$ cat src/rtl/keystore_pkg.sv
package keystore_pkg;

  localparam int KS_WORDS  = 8;
  localparam int KS_WORD_W = 32;
  localparam int KS_IDX_W  = 4;
  localparam int KS_LEN_W  = 9;

  typedef enum logic [1:0] {
    LEN_NONE = 2'b00,
    LEN_128  = 2'b01,
    LEN_256  = 2'b10,
    LEN_BAD  = 2'b11
  } ks_len_e;

  // strobes issued by the control to the bank, at most one action per cycle
  typedef struct packed {
    logic                 wr;
    logic [KS_WORDS-1:0]  wordSel;
    logic [KS_WORD_W-1:0] data;
    logic                 load;
    ks_len_e              lenSel;
    logic                 wipe;
    logic                 fallback;
  } ks_strobe_t;

endpackage

$ cat src/rtl/keystore_ctrl.sv
module keystore_ctrl
  import keystore_pkg::*;
#(
  parameter int NUM_WORDS = KS_WORDS,
  parameter int IDX_W     = KS_IDX_W,
  parameter int WORD_W    = KS_WORD_W,
  parameter int LEN_W     = KS_LEN_W
) (
  input  logic              clk,
  input  logic              rstN,
  input  logic              seqIdle,
  input  logic              wrEn,
  input  logic [IDX_W-1:0]  wrIdx,
  input  logic [WORD_W-1:0] wrData,
  input  logic              loadEn,
  input  logic [1:0]        lenSel,
  input  logic              zeroEn,
  input  logic              msgStart,
  input  logic [LEN_W-1:0]  curLen,
  output ks_strobe_t        stb,
  output logic              errPulse
);

  localparam int CMD_N = 4;

  logic [CMD_N-1:0] cmdVec;
  logic             multiCmd;
  logic             accessCmd;
  logic             idxOk;
  logic             lenOk;
  logic             lenZero;
  logic             errNext;
  logic [NUM_WORDS-1:0] sel;

  assign cmdVec    = {wrEn, loadEn, zeroEn, msgStart};
  assign multiCmd  = $countones(cmdVec) > 1;
  assign accessCmd = wrEn | loadEn | zeroEn;
  assign idxOk     = int'(wrIdx) < NUM_WORDS;
  assign lenOk     = ks_len_e'(lenSel) != LEN_BAD;
  assign lenZero   = curLen == '0;

  for (genvar i = 0; i < NUM_WORDS; i++) begin : g_sel
    assign sel[i] = int'(wrIdx) == i;
  end

  always_comb begin
    stb          = '0;
    stb.data     = wrData;
    stb.wordSel  = sel;
    stb.lenSel   = ks_len_e'(lenSel);
    if (!multiCmd) begin
      stb.wr       = wrEn & seqIdle & idxOk;
      stb.load     = loadEn & seqIdle & lenOk;
      stb.wipe     = zeroEn & seqIdle;
      stb.fallback = msgStart & lenZero;
    end
  end

  always_comb begin
    errNext = 1'b0;
    if (multiCmd) begin
      errNext = 1'b1;
    end else if (accessCmd && !seqIdle) begin
      errNext = 1'b1;
    end else if (wrEn && !idxOk) begin
      errNext = 1'b1;
    end else if (loadEn && !lenOk) begin
      errNext = 1'b1;
    end else if (msgStart && lenZero) begin
      errNext = 1'b1;
    end
  end

  always_ff @(posedge clk) begin
    if (!rstN) errPulse <= 1'b0;
    else       errPulse <= errNext;
  end

endmodule

$ cat src/rtl/keystore_bank.sv
module keystore_bank
  import keystore_pkg::*;
#(
  parameter int NUM_WORDS = KS_WORDS,
  parameter int WORD_W    = KS_WORD_W,
  parameter int LEN_W     = KS_LEN_W
) (
  input  logic                        clk,
  input  logic                        rstN,
  input  ks_strobe_t                  stb,
  output logic [NUM_WORDS*WORD_W-1:0] keyOut,
  output logic [LEN_W-1:0]            keyLen,
  output logic [LEN_W-1:0]            engineLen,
  output logic                        keyZeroed
);

  localparam int BYTES = WORD_W / 8;
  localparam logic [LEN_W-1:0] LEN_FULL = LEN_W'(NUM_WORDS * WORD_W);
  localparam logic [LEN_W-1:0] LEN_HALF = LEN_W'(NUM_WORDS * WORD_W / 2);

  logic [WORD_W-1:0] swapped;
  logic [LEN_W-1:0]  lenValue;

  // byte reversal: input byte b lands at byte BYTES-1-b
  for (genvar b = 0; b < BYTES; b++) begin : g_swap
    assign swapped[(BYTES-1-b)*8 +: 8] = stb.data[b*8 +: 8];
  end

  for (genvar i = 0; i < NUM_WORDS; i++) begin : g_word
    logic [WORD_W-1:0] wordQ;
    always_ff @(posedge clk) begin
      if (!rstN) begin
        wordQ <= '0;
      end else if (stb.wipe || stb.fallback) begin
        wordQ <= '0;
      end else if (stb.wr && stb.wordSel[i]) begin
        wordQ <= swapped;
      end
    end
    assign keyOut[i*WORD_W +: WORD_W] = wordQ;
  end

  always_comb begin
    unique case (stb.lenSel)
      LEN_128: lenValue = LEN_HALF;
      LEN_256: lenValue = LEN_FULL;
      default: lenValue = '0;
    endcase
  end

  always_ff @(posedge clk) begin
    if (!rstN) begin
      keyLen    <= LEN_FULL;
      keyZeroed <= 1'b0;
    end else if (stb.load) begin
      keyLen    <= lenValue;
      keyZeroed <= 1'b0;
    end else if (stb.wipe) begin
      keyZeroed <= 1'b1;
    end
  end

  assign engineLen = (keyLen == '0) ? LEN_FULL : keyLen;

endmodule

$ cat src/rtl/cipher_key_store.sv
module cipher_key_store
  import keystore_pkg::*;
#(
  parameter int NUM_WORDS = KS_WORDS,
  parameter int WORD_W    = KS_WORD_W,
  parameter int IDX_W     = KS_IDX_W,
  parameter int LEN_W     = KS_LEN_W
) (
  input  logic                        clk,
  input  logic                        rstN,
  input  logic                        seqIdle,
  input  logic                        wrEn,
  input  logic [IDX_W-1:0]            wrIdx,
  input  logic [WORD_W-1:0]           wrData,
  input  logic                        loadEn,
  input  logic [1:0]                  lenSel,
  input  logic                        zeroEn,
  input  logic                        msgStart,
  output logic [NUM_WORDS*WORD_W-1:0] keyOut,
  output logic [LEN_W-1:0]            keyLen,
  output logic [LEN_W-1:0]            engineLen,
  output logic                        keyZeroed,
  output logic                        errPulse
);

  ks_strobe_t stb;

  keystore_ctrl #(
    .NUM_WORDS(NUM_WORDS), .IDX_W(IDX_W), .WORD_W(WORD_W), .LEN_W(LEN_W)
  ) u_ctrl (
    .clk      (clk),
    .rstN     (rstN),
    .seqIdle  (seqIdle),
    .wrEn     (wrEn),
    .wrIdx    (wrIdx),
    .wrData   (wrData),
    .loadEn   (loadEn),
    .lenSel   (lenSel),
    .zeroEn   (zeroEn),
    .msgStart (msgStart),
    .curLen   (keyLen),
    .stb      (stb),
    .errPulse (errPulse)
  );

  keystore_bank #(
    .NUM_WORDS(NUM_WORDS), .WORD_W(WORD_W), .LEN_W(LEN_W)
  ) u_bank (
    .clk       (clk),
    .rstN      (rstN),
    .stb       (stb),
    .keyOut    (keyOut),
    .keyLen    (keyLen),
    .engineLen (engineLen),
    .keyZeroed (keyZeroed)
  );

endmodule

$ cat config.mk
export PLATFORM = sky130hd
export DESIGN_NAME = cipher_key_store
export DESIGN_NICKNAME = d
export VERILOG_FILES = /design/src/rtl/keystore_pkg.sv /design/src/rtl/keystore_ctrl.sv /design/src/rtl/keystore_bank.sv /design/src/rtl/cipher_key_store.sv
export SDC_FILE = /design/constraint.sdc
export NUM_CORES = 1
export LEC_CHECK = 0
export BUFFER_PORTS_ARGS = -buffer_cell sky130_fd_sc_hd__buf_2
export CAP_MARGIN = 20
export CORE_ASPECT_RATIO = 1.2
export CORE_MARGIN = 4
export CORE_UTILIZATION = 54
export CTS_CLUSTER_DIAMETER = 40
export DETAILED_ROUTE_END_ITERATION = 10
export PLACE_DENSITY = 0.88
export SYNTH_ARGS = -nofsm -noshare
export SYNTH_HDL_FRONTEND = slang
export SYNTH_HIERARCHICAL = 1
export SYNTH_SLANG_ARGS = --single-unit
$ cat constraint.sdc
create_clock -name clk -period 6.15 [get_ports clk]
set_clock_uncertainty 0.1 [all_clocks]
set_input_delay 0.615 -clock clk [delete_from_list [all_inputs] [get_ports clk]]
set_output_delay 0.615 -clock clk [all_outputs]
set_load 0.02 [all_outputs]
==> results of run 1 <==
[per-stage QoR]
stage | setup slack, ns | instances | hold slack [ns]
after floorplan | 3.61 | 1311 | 0.467
after global placement | 2.92 | 1723 | 0.401
after detailed placement | 2.81 | 1723 | 0.399
after CTS | 3.35 | 1776 | 0.202
after global routing | 3.16 | 1777 | 0.220
final | 3.19 | 1778 | 0.225
[worst register-to-register path, cell delays in order, from the launching register on]
cell	delay (ns)
dfxtp_1	0.35
nor4b_2	0.31
nand3_1	0.17
nor2_1	0.12
or3b_4	0.41
buf_4	0.89
a21oi_2	0.11
[worst max path at each step]
stage,start,to,slack (ns),depth (start not counted)
3_3_place_gp,wrEn,u_bank/g_word[5].wordQ[9],2.92,8
5_1_grt,wrEn,u_bank/g_word[5].wordQ[16],3.16,8
4_1_cts,wrEn,u_bank/g_word[5].wordQ[19],3.35,8
3_5_place_dp,wrEn,u_bank/g_word[3].wordQ[4],2.81,8
2_1_floorplan,wrEn,u_bank/g_word[0].wordQ[22],3.61,9
6_report,wrEn,u_bank/g_word[0].wordQ[29],3.19,8
[where the power goes]
| part | leakage, nW | internal, mW | switching [mW] | total [mW] |
|---|---|---|---|---|
| logic | 3.27 | 0.0354 | 0.208 | 0.244 |
| registers | 2.09 | 1.69 | 0.00208 | 1.69 |
| clock network | 0.481 | 1.09 | 0.724 | 1.81 |
[placed cells by master (no fill, tap or decap)]
master      instances
buf_2             306
dfxtp_1           260
nand3_1           257
a21bo_2           256
a21oi_2           240
clkbuf_16          31
a21oi_1            17
conb_1             14
buf_4              11
inv_1               6
nand2_1             6
nor2_1              6
clkinvlp_4          5
nor3_2              5
clkbuf_1            4
nand2b_1            4
clkinv_4            3
inv_6               3
clkbuf_8            3
bufinv_16           3
buf_12              3
nor2_4              3
diode_2             2
nor4_2              2
clkinv_2            1
or3b_4              1
nand3b_1            1
a21boi_0            1
o221ai_1            1
nor3b_1             1
o21ai_0             1
nor4b_2             1
o211ai_1            1
a2bb2oi_1           1
a41oi_2             1
fa_1                1
ha_1                1
[state kept, by name, summed over array words and instances (netlist names)]
| name | cells |
|---|---|
| u_bank/g_word.wordQ | 256 |
| u_ctrl/errPulse | 1 |
| u_bank/keyZeroed | 1 |
| u_bank/keyLen | 2 |
[logic make-up (layout without fill, tap and decap cells)]
kind of cell,Yosys count,in the layout,share of synthesized area [%]
AO/OA/AOI/OAI,519,519,37.0
AND/OR/NAND/NOR,287,287,11.2
flip-flops,260,260,40.1
buffers and inverters,229,379,11.4
adder cells (fa/ha/maj),2,2,0.251
other,1,16,0.0289
[cell type report]
class	count	area [µm²]	area share [%]
clock buffers	38	832	5.66
repair buffers	320	1670	11.4
inverters	6	22.5	0.153
flip-flops and latches	260	5200	35.4
diodes	2	5.00	0.0340
well taps	315	394	2.68
clock inverters	15	185	1.26
multi-input cells	822	6390	43.5
[routing by layer]
metal	vias up	track usage (%)	wire length, µm
li1	4783	-	-
met1	5002	36.2	15100
met2	487	44.1	18200
met3	96	5.19	3650
met4	2	12.8	1860
met5	-	0	14
==> run_results.csv, run 1 <==
group,metric,value,unit
status,status,"completed",
yosys,synth_top_area_share,40.1,%
finish,post-route-util,62.8,%
timing,min_period,2.96,ns
place,numPortBuffers,306,
worst_setup_path,end_kind,"flop",
worst_setup_path,critical_path.top_delay_family,"buffers and inverters",
worst_setup_path,required,6.51,ns
drt,postRouteAntennaNets,0,
yosys,avgSynthCellArea,9.99,µm²
clock_tree,clk_latency,0.54,ns
finish,fillCellCount,1898,
global_route,grt_max_degree,252,
die,dieArea,26600,µm²
yosys,synth.area.top_cells,"dfxtp_1 (40%), a21bo_2 (20%), a21oi_2 (16%)",
power_and_ir_drop,vdd_drop_max,200,µV
finish,drive_gt1_share,60.1,%
yosys,ys_seq_area_share,40.1,%
worst_setup_path,crit_buf_inv,3,
worst_setup_path,r2r_start,"u_bank/keyLen[7]",
place,gp_congestion,0.777,
job,cap_viol_max_count,0,
worst_setup_path,crit_arrival,3.31,ns
clock_tree,clk_pin_slew,0.06,ns
clock_tree,cts_htree_levels,1,
drt,drc,0,
yosys,synth_area,13000,µm²
die,rows,61,
clock_tree,cts_setup_buffers,0,
yosys,async_reset_ff_share,0,%
worst_setup_path,critical_path_class,"input port to flop",
yosys,synth_edf_count,0,
timing,setup_viol,0,
worst_setup_path,regToRegSetupSlack,3.53,ns
worst_setup_path,rr_worst_depth,6,
finish,finish.instance_area,14700,µm²
timing,hold_viol,0,
clock_tree,tritoncts,"yes",
drt,wl,38900,µm
timing,worst_pin_slew,1.14,ns
min_path,hp-class,"input port to flop",
die,die_x,149,µm
place,place_hpwl,23700,µm
power_and_ir_drop,finalPower,3.75,mW
clock_tree,cts_resized,0,
die,io_pins,321,
yosys,yosys-top-cells-count,"dfxtp_1 (260), nand3_1 (257), a21bo_2 (256), a21oi_2 (240), clkbuf_1 (65)",
die,start_util,55.3,%
drt,first_pass_iters,5,
yosys,yosysTopAreaCell,"dfxtp_1",
min_path,whs_path_depth,2,
yosys,synthCells,1298,
drt,vias,10400,
yosys,synth_most_common_cell,"dfxtp_1",
worst_setup_path,slowest_delay,0.59,ns
worst_setup_path,worstPathCellList,"buf_2 > inv_1 > fa_1 > o211ai_1 > nor3_2 > buf_12 > nand3_1 > a21oi_2",
power_and_ir_drop,powerDensity,255,nW/µm²
finish,fin_nets,1488,
clock_tree,clock-sinks,260,
timing,tns,0,ns
finish,synthToLayoutAreaGrowth,13.5,%
yosys,ys_seq_elements,260,
clock_tree,cts_hold_buf,0,
timing,fin_crit_sh,48.1,%
power_and_ir_drop,p_leak,5.84,nW
global_route,grt_overflow_total,0,
worst_setup_path,cp_max_fo,245,
global_route,grt_pass1_wl,56400,µm
min_path,min_to,"u_bank/keyLen[8]",
worst_setup_path,r2r_end,"u_bank/g_word[4].wordQ[14]",
min_path,hp-start,"rstN",
clock_tree,cts_root_buf,"clkbuf_16",
clock_tree,cts_buffers,31,
timing,slew_viol_final,0,
worst_setup_path,startpoint_type,"input port",
timing,max_freq,338,MHz
timing,rsz0062_at_grt,"false",
die,coreArea,23400,µm²
yosys,yosysWarningCount,6,
clock_tree,cts_buffer_depth,3,
worst_setup_path,slowest_stage,"fa_1",
drt,viasPerCell,5.83,
yosys,ys.flop_type,"dfxtp_1",
drt,initialDrtViolationCount,874,
global_route,grt_usage,27.6,%
yosys,ys_types,31,
drt,wl_per_cell,21.9,µm
global_route,first_global_vias,9392,
global_route,antenna_found_initial,2,
timing,slew_headroom,24.0,%
die,die_h,178,µm
place,post_dp_cell_area,13700,µm²
(Power assumes the default switching activity.)
==> run 2: changes to the inputs <==
--- a/config.mk
+++ b/config.mk
@@ -5,14 +5,15 @@
 export SDC_FILE = /design/constraint.sdc
 export NUM_CORES = 1
 export LEC_CHECK = 0
+export ABC_AREA = 1
 export BUFFER_PORTS_ARGS = -buffer_cell sky130_fd_sc_hd__buf_2
 export CAP_MARGIN = 20
 export CORE_ASPECT_RATIO = 1.2
 export CORE_MARGIN = 4
-export CORE_UTILIZATION = 54
+export CORE_UTILIZATION = 46
 export CTS_CLUSTER_DIAMETER = 40
 export DETAILED_ROUTE_END_ITERATION = 10
-export PLACE_DENSITY = 0.88
+export PLACE_DENSITY = 0.83
 export SYNTH_ARGS = -nofsm -noshare
 export SYNTH_HDL_FRONTEND = slang
 export SYNTH_HIERARCHICAL = 1
==> constraint.sdc (replaced) <==
create_clock -name clk -period 2.7 [get_ports clk]
set_clock_uncertainty 0.1 [all_clocks]
set_input_delay 0.27 -clock clk [delete_from_list [all_inputs] [get_ports clk]]
set_output_delay 0.27 -clock clk [all_outputs]
set_load 0.02 [all_outputs]
==> run 2 against run 1 <==
Against the previous run: largest power group unchanged; worst hold slack got worse by 0.18 ns; synthesized cell count fell by 0.46%; sequential power rose by 130%; critical path type unchanged; register-to-register slack got worse by 2.6 ns.
==> run_results.csv, run 2 <==
group,metric,value,unit
drt,first_pass_iters,6,
finish,regMostFlops,"u_bank/g_word.wordQ",
finish,largest_registers,"u_bank/g_word.wordQ (256), u_bank/keyLen (2)",
min_path,hp-class,"input port to flop",
yosys,synth_most_common_cell,"nand2_1",
clock_tree,clock-sinks,260,
power_and_ir_drop,p_sw_share,23.9,%
clock_tree,cts_resized,0,
timing,tns,0,ns
yosys,yosysWarningCount,6,
yosys,yosys-top-cells-count,"nand2_1 (277), dfxtp_1 (260), nand3_1 (260), a21oi_1 (256), clkbuf_1 (72)",
yosys,synth_area,10100,µm²
yosys,synth.area.top_cells,"dfxtp_1 (51%), nand3_1 (13%), a21oi_1 (13%)",
drt,viasPerCell,5.52,
die,dieArea,24500,µm²
yosys,avgSynthCellArea,7.84,µm²
yosys,ys_seq_elements,260,
clock_tree,cts_buffers,30,
drt,postRouteAntennaNets,0,
finish,synthToLayoutAreaGrowth,27.5,%
timing,fin_crit_sh,78.9,%
die,rows,59,
timing,min_period,2.13,ns
worst_setup_path,crit_arrival,2.44,ns
power_and_ir_drop,internal_power,6.33,mW
worst_setup_path,cp_max_fo,4,
power_and_ir_drop,vdd_drop_max,585,µV
power_and_ir_drop,switching_power,1.99,mW
yosys,ys.flop_type,"dfxtp_1",
place,numPortBuffers,306,
drt,wl,33900,µm
worst_setup_path,end_kind,"flop",
global_route,grt_max_degree,99,
die,coreArea,21700,µm²
yosys,synthCells,1292,
global_route,grt_overflow_total,0,
clock_tree,tritoncts,"yes",
place,gp_congestion,0.872,
clock_tree,cts_buffer_depth,3,
power_and_ir_drop,seqPwrFrac,46.3,%
status,status,"completed",
worst_setup_path,slowest_delay,0.56,ns
yosys,ys_seq_area_share,51.4,%
place,place_hpwl,22500,µm
die,start_util,46.7,%
power_and_ir_drop,powerDensity,644,nW/µm²
timing,fin_ws,0.571,ns
worst_setup_path,required,3.01,ns
worst_setup_path,critical_path_class,"input port to flop",
clock_tree,cts_root_buf,"clkbuf_16",
drt,drc,0,
finish,drive_gt1_share,26.9,%
timing,fin_hold_ws,0.0411,ns
power_and_ir_drop,combPwrFrac,5.6,%
drt,initialDrtViolationCount,858,
finish,largest_reg_flops,256,
yosys,ys_types,21,
yosys,async_reset_ff_share,0,%
finish,final_common_cell,"buf_2",
die,die_x,143,µm
global_route,grt_pass1_wl,51600,µm
finish,final_cell_mix,"buf_2 (306), nand2_1 (276), nand3_1 (260), dfxtp_1 (260), a21oi_1 (256)",
clock_tree,cts_setup_buffers,0,
finish,post-route-util,59.5,%
power_and_ir_drop,p_leak,5.30,nW
timing,max_freq,470,MHz
drt,wl_per_cell,18.4,µm
timing,hold_viol,0,
worst_setup_path,slowest_stage,"dlygate4sd3_1",
worst_setup_path,startpoint_type,"input port",
global_route,first_global_vias,9488,
worst_setup_path,worstPathCellList,"buf_2 > inv_1 > fa_1 > inv_1 > nand2_1 > nand2_1 > a211oi_1 > inv_1 > nand2_1 > nand3_1 > dlygate4sd3_1",
yosys,yosysTopAreaCell,"dfxtp_1",
clock_tree,cts_htree_levels,1,
timing,slew_viol_final,0,
timing,setup_viol,0,
die,die_h,171,µm
global_route,antenna_found_initial,1,
clock_tree,clk_pin_slew,0.06,ns
yosys,synth_edf_count,0,
global_route,grt_usage,26.1,%
finish,fin_nets,1586,
die,io_pins,321,
drt,vias,10100,
job,cap_viol_max_count,0,
yosys,synth_top_area_share,51.4,%
worst_setup_path,regToRegSetupSlack,0.93,ns
timing,rsz0062_at_grt,"false",
power_and_ir_drop,p_clk_share,48.1,%
place,pre_cts_ws,0.227,ns
clock_tree,clk_latency,0.53,ns
## run 2: cell types whose count changed after synthesis, sizes merged, moves of 2 or more
cell and change:
nor2 +3, nand2 +271, buf -36, nor3 +4, clkbuf +7, inv +7
a21bo -256, or2 +2, nand3 +3, nand2b -4
## run 2: repair_timing
action | CTS | global route
hold endpoints to repair | 223 | 0
setup endpoints to repair | 0 | 0
hold buffers | 37 | 0
## run 2: worst max-delay path, delay by kind of cell
family	cells	cell delay [ns]
AO/OA/AOI/OAI	1	0.39
adder cells (fa/ha/maj)	1	0.54
buffers and inverters	5	0.88
AND/OR/NAND/NOR	4	0.35
## run 2: layout make-up
cell class / instances / area [µm²]
Fill cell: 1865 / 8790
Sequential cell: 260 / 5200
Multi-Input combinational cell: 838 / 3900
Timing Repair Buffer: 396 / 2410
Clock buffer: 41 / 853
Tap cell: 274 / 343
Clock inverter: 15 / 146
Inverter: 13 / 48.8
Antenna cell: 1 / 2.50
## run 2: layer usage
layer  global-route usage, %  up-vias  routed length [µm]
met4                    13.4        0                1750
met2                    43.1      595               16400
met3                    5.20      110                3360
li1                        -     4731                   -
met5                       0        -                   0
met1                    32.3     4710               12400
## run 2: power groups by stage
stage                     Clock (mW)  Sequential (mW)  Combinational [mW]
final                           4.00             3.85               0.469
after CTS                       4.06             3.85               0.460
after floorplan                    0             3.95               0.297
after detailed placement           0             3.94               0.417
after global placement             0             3.94               0.416
after global routing            4.23             3.85               0.498
## run 2: metrics by stage
step | power [mW] | std cells | instance area, µm²
3_3_place_gp | 4.35 | 1744 | 11500
2_1_floorplan | 4.25 | 1305 | 10200
6_report | 8.32 | 1838 | 12900
5_1_grt | 8.58 | 1838 | 12900
3_5_place_dp | 4.35 | 1744 | 11500
4_1_cts | 8.37 | 1837 | 12900
## run 2: worst paths after layout
path                                   start                         end  cells past startpoint
hold / removal                    wrData[27]   u_bank/g_word[0].wordQ[3]                      3
setup / recovery                        wrEn            u_bank/keyLen[8]                     11
setup reg to reg            u_bank/keyLen[8]  u_bank/g_word[2].wordQ[22]                      9
hold reg to reg   u_bank/g_word[4].wordQ[11]  u_bank/g_word[4].wordQ[11]                      2
## run 2: logic make-up after synthesis
logic type	Yosys count	synth area share, %
AOI/OAI and AO/OA	260	12.9
and+or+nand+nor	562	24.3
buffers and inverters	207	11.1
other	1	0.0370
DFF	260	51.4
adders and majority gates	2	0.321
